## src/rtl/serial_frame_tx.sv

```systemverilog
module serial_frame_tx #(
  parameter int DIV_W = 12
) (
  input  logic             clk,
  input  logic             rst_n,
  input  logic             use_ext,
  input  logic             ext_clk16,
  input  logic [DIV_W-1:0] baud_div,
  input  logic             len8,
  input  logic             par_en,
  input  logic             par_odd,
  input  logic             two_stop,
  input  logic             clk_out_en,
  input  logic             wr_valid,
  input  logic [7:0]       wr_data,
  output logic             hold_empty,
  output logic             tx_end,
  output logic             txd,
  output logic             sclk_out
);

  logic [DIV_W-1:0] div_cnt;
  logic [2:0]       ext_q;
  logic             tick;
  logic [7:0]       hold_q;
  logic             hold_full;
  logic             busy;
  logic [3:0]       sub;
  logic [3:0]       bits_left;
  logic [10:0]      shreg;
  logic             last_end;
  logic             load;

  function automatic logic [10:0] build_payload(input logic [7:0] d, input logic l8,
                                                input logic pen, input logic odd);
    logic [10:0] p;
    logic        par;
    p   = '1;
    par = ^(l8 ? d : {1'b0, d[6:0]}) ^ odd;
    if (l8) begin
      p[7:0] = d;
      if (pen) p[8] = par;
    end else begin
      p[6:0] = d[6:0];
      if (pen) p[7] = par;
    end
    return p;
  endfunction

  assign tick       = use_ext ? (ext_q[1] & ~ext_q[2]) : (div_cnt == '0);
  assign last_end   = busy && tick && sub == 4'd15 && bits_left == 4'd0;
  assign load       = tick && hold_full && (!busy || last_end);
  assign hold_empty = ~hold_full;
  assign sclk_out   = (clk_out_en && !use_ext && busy) ? sub[3] : 1'b1;

  always_ff @(posedge clk or negedge rst_n) begin
    if (!rst_n) begin
      div_cnt <= '0;
      ext_q   <= '0;
    end else begin
      ext_q   <= {ext_q[1:0], ext_clk16};
      div_cnt <= (div_cnt == '0) ? baud_div : div_cnt - 1'b1;
    end
  end

  always_ff @(posedge clk or negedge rst_n) begin
    if (!rst_n) begin
      hold_q    <= '0;
      hold_full <= 1'b0;
      busy      <= 1'b0;
      sub       <= '0;
      bits_left <= '0;
      shreg     <= '1;
      txd       <= 1'b1;
      tx_end    <= 1'b1;
    end else begin
      if (load) begin
        txd       <= 1'b0;
        shreg     <= build_payload(hold_q, len8, par_en, par_odd);
        bits_left <= 4'd8 + {3'd0, len8} + {3'd0, par_en} + {3'd0, two_stop};
        sub       <= '0;
        busy      <= 1'b1;
        hold_full <= 1'b0;
      end else if (busy && tick) begin
        sub <= sub + 1'b1;
        if (sub == 4'd15) begin
          if (bits_left != 4'd0) begin
            txd       <= shreg[0];
            shreg     <= {1'b1, shreg[10:1]};
            bits_left <= bits_left - 1'b1;
          end else begin
            busy   <= 1'b0;
            txd    <= 1'b1;
            tx_end <= 1'b1;
          end
        end
      end
      if (wr_valid && !hold_full) begin
        hold_q    <= wr_data;
        hold_full <= 1'b1;
        tx_end    <= 1'b0;
      end
    end
  end

endmodule


```

## config.mk

```make
export PLATFORM = sky130hd
export DESIGN_NAME = serial_frame_tx
export DESIGN_NICKNAME = d
export VERILOG_FILES = /design/src/rtl/serial_frame_tx.sv
export SDC_FILE = /design/constraint.sdc
export NUM_CORES = 1
export LEC_CHECK = 0
export ABC_AREA = 0
export BUFFER_PORTS_ARGS = -buffer_cell sky130_fd_sc_hd__buf_2
export CORE_AREA = 3 3 72 74
export CTS_CLUSTER_SIZE = 30
export DETAILED_ROUTE_END_ITERATION = 7
export DIE_AREA = 0 0 75 77
export GPL_TIMING_DRIVEN = 1
export PLACE_DENSITY = 0.73
export RECOVER_POWER = 25
export SYNTH_ARGS = -nofsm -noshare
export SYNTH_HDL_FRONTEND = slang
export SYNTH_SLANG_ARGS = --single-unit
```

## constraint.sdc

```tcl
create_clock -name clk -period 2.3 [get_ports clk]
set_clock_uncertainty 0.15 [all_clocks]
set_input_delay 0.115 -clock clk [delete_from_list [all_inputs] [get_ports clk]]
set_output_delay 0.115 -clock clk [all_outputs]
set_load 0.02 [all_outputs]
```

==> key figures <==
Synthesis
  – Syn. warnings: 0
  – Gate Count Post-Synth: around 210
  – Sequential cell area fraction in the yosys report: 0.485
  – Synth Register Bits: 44
  – EDFF count, synth: 0
  – Cell Area, Synth: 2300 um2
  – Post-synth ARST share: 1.00
  – Primary FF master, synth: dfrtp_1
  – Synth Area per Inst: 10.8 um2
  – Synth Net Count: 250
  – Yosys cell types: between 40 and 50

Detailed routing
  – Vias: about 1,800
  – Residual DRC: 0
  – DR WL/cell: around 14 um
  – ANT nets after route: 0
  – WL final: between 4000 and 5000 um
  – DRT Pass-1 Iters: 4
  – Initial drt markers: 59
  – Routed vias/inst: around 5.3

STA
  – Max frequency: 0.456 GHz
  – Tmin final: roughly 2.2 ns
  – Final Max Tran Viols: 0
  – Final setup viols: 0
  – Worst slew pin tran: around 0.93 ns
  – Final Hold Fails: 0
  – Max-Slew Margin vs Limit: 0.379
  – Post-route clock period utilization: 0.953

Worst setup path
  – Worst r2r src: div_cnt[0]$_DFF_PN0_
  – Buffers plus inverters on the worst setup path: 3
  – Levels on crit path: 9
  – Reg2reg path depth: 9
  – Reg2reg setup slack: ~0.11 ns
  – CP required: around 2.4 ns
  – Cell Chain, Critical Path: inv_1 -> ha_1 -> nor3b_2 -> buf_4 -> nand4_2 -> a21oi_4 -> buf_12 -> mux2i_1 -> a21oi_2
  – CP max FO: 15
  – Slowest CP cell: dfrtp_1
  – WS Path Type: flop to flop
  – Crit. End Element: flop
  – Worst path top cell family by delay: buffers and inverters
  – Critical R2R Capture: shreg[1]$_DFFE_PN1P_
  – Worst EP arrival: approximately 2.3 ns
  – Crit-path max cell delay: about 0.40 ns
  – Setup crit start kind: flop

Placed design
  – Placer Congestion: just under 0.8
  – Number of I/O port buffers: 33
  – Post-Place Cell Area: around 2600 um2
  – DP Wirelength: between 3000 and 4000 um

Final layout
  – Fin nets: 318
  – Final non-filler cell area: 2940 um2
  – Fin util: 0.631
  – Layout area overhead: 27.9%
  – Layout cell share with drive strength beyond 1: 0.318
  – Most frequent cells in the layout: 33 x nor2_1, 33 x dfrtp_1, 30 x buf_2
  – # diodes: 0

Clock tree
  – # clock sinks: between 40 and 50
  – Root Buffer: clkbuf_8
  – Clock-pin slew on the worst setup and hold paths: 0.09 ns
  – CTS tree: done
  – CTS H-Tree Depth: 2
  – Skew-Pair Late Insertion Delay: around 0.30 ns
  – CTS buffer count: 5
  – Longest Clk Path Bufs: 2

Pwr
  – Power per cell area: around 950 nW/um2
  – Leakage: about 1.2 nW
  – Peak supply drop: ~610 uV
  – Power, Total: ~2.8 mW

Floorplan
  – Initial Util: 0.494
  – Cell row count: 25
  – Die X: 75 um
  – I/O Pins: 34
  – Core footprint: about 4700 um2
  – DIE AREA: about 5800 um2
  – Die height: just under 80 um

Global route
  – Pin count of the biggest net entering global routing: 39
  – Vias in the first global route: approximately 1,800
  – All-Layer GR Usage: 0.178
  – Initial antenna violation count: 0
  – Grt ovf: 0
  – First-pass GRT wire length: slightly below 8000 um

Hold path
  – HP Start: two_stop
  – Hold Path End: bits_left[1]$_DFFE_PN0P_
  – Hold-critical path depth: 4
  – Hold Crit Class: primary input to flop

Status
  – Status: complete, no violations

Flow run
  – Max_cap viols: 0
-- worst max-delay path by stage --
stage                           end            startpoint
6_report       shreg[1]$_DFFE_PN1P_  div_cnt[0]$_DFF_PN0_
4_1_cts        shreg[1]$_DFFE_PN1P_  div_cnt[0]$_DFF_PN0_
5_1_grt        shreg[3]$_DFFE_PN1P_  div_cnt[0]$_DFF_PN0_
3_3_place_gp   shreg[6]$_DFFE_PN1P_  div_cnt[0]$_DFF_PN0_
3_5_place_dp   shreg[5]$_DFFE_PN1P_  div_cnt[0]$_DFF_PN0_
2_1_floorplan  shreg[8]$_DFFE_PN1P_  div_cnt[0]$_DFF_PN0_
-- metrics by stage --
stage          instances  setup slack, ns  TNS [ns]  hold slack (ns)
6_report             337            0.107         0           0.0483
5_1_grt              337          -0.0553    -0.204           0.0758
4_1_cts              337           0.0263         0           0.0477
3_5_place_dp         306           0.0714         0           0.0780
3_3_place_gp         306            0.115         0           0.0748
2_1_floorplan        214            0.157         0           -0.331
-- Yosys cell counts (2+ instances only) --
| cell type | instances | area [um2] |
|---|---|---|
| dfrtp_1 | 33 | 826 |
| nor2_1 | 33 | 124 |
| xnor2_1 | 17 | 149 |
| a21oi_1 | 14 | 70.1 |
| nand2_1 | 12 | 45.0 |
| dfstp_2 | 11 | 289 |
| mux2i_1 | 9 | 90.1 |
| mux2_2 | 8 | 90.1 |
| a21oi_2 | 7 | 61.3 |
| inv_1 | 6 | 22.5 |
| ha_1 | 5 | 62.6 |
| nand3_1 | 5 | 25.0 |
| nor3_1 | 5 | 25.0 |
| clkbuf_1 | 4 | 15.0 |
| buf_6 | 3 | 33.8 |
| nor3b_1 | 3 | 22.5 |
| o21ai_1 | 3 | 15.0 |
| xor2_1 | 3 | 26.3 |
| and3_1 | 2 | 12.5 |
| and4_1 | 2 | 17.5 |
| nand4_2 | 2 | 25.0 |
| nor2_2 | 2 | 12.5 |
-- repair_timing --
item | CTS | global route
setup buffers | 0 | 0
endpoints found under the setup margin | 0 | 13
endpoints found under the hold margin | 56 | 0
resized for setup | 0 | 2
hold buffers | 23 | 0
-- worst register-to-register path: stages, from the launching register on --
cell,delay (ns)
dfrtp_1,0.40
inv_1,0.10
ha_1,0.16
nor3b_2,0.24
buf_4,0.16
nand4_2,0.17
a21oi_4,0.22
buf_12,0.17
mux2i_1,0.27
a21oi_2,0.09
-- layer usage --
metal  GRT usage  share of wire  wire length, um
met1       0.217           0.43             2030
met2       0.304           0.52             2450
met3      0.0393          0.037              173
met4      0.0587          0.014               64
met5           0              0                0
-- cell type report --
| type | count | area [um2] |
|---|---|---|
| tap | 54 | 67.6 |
| timing repair buffer | 69 | 503 |
| clock buffer | 5 | 68.8 |
| sequential | 44 | 1110 |
| multi-input combinational | 156 | 1120 |
| fill | 370 | 1720 |
| clock inverter | 3 | 46.3 |
| inverter | 6 | 22.5 |
-- kinds of logic after synthesis --
logic type | Yosys count | synth area share
and+or+nand+nor | 75 | 0.171
DFF | 44 | 0.485
AOI/OAI and AO/OA | 38 | 0.121
xor gates and xnor gates | 20 | 0.0761
muxes | 17 | 0.0783
buffers and inverters | 14 | 0.0332
adders and majority gates | 6 | 0.0359
-- power breakdown --
part / switching [mW] / internal (mW)
clock network: 0.274 / 0.327
registers: 0.256 / 1.07
logic: 0.386 / 0.475
total: 0.916 / 1.88
-- sequential cells by signal, indices dropped and copies added (netlist names) --
signal	cells
bits_left	4
busy	1
div_cnt	12
ext_q	3
hold_full	1
hold_q	8
shreg	9
sub	4
tx_end	1
txd	1
Power figures use the tool's default switching activity.
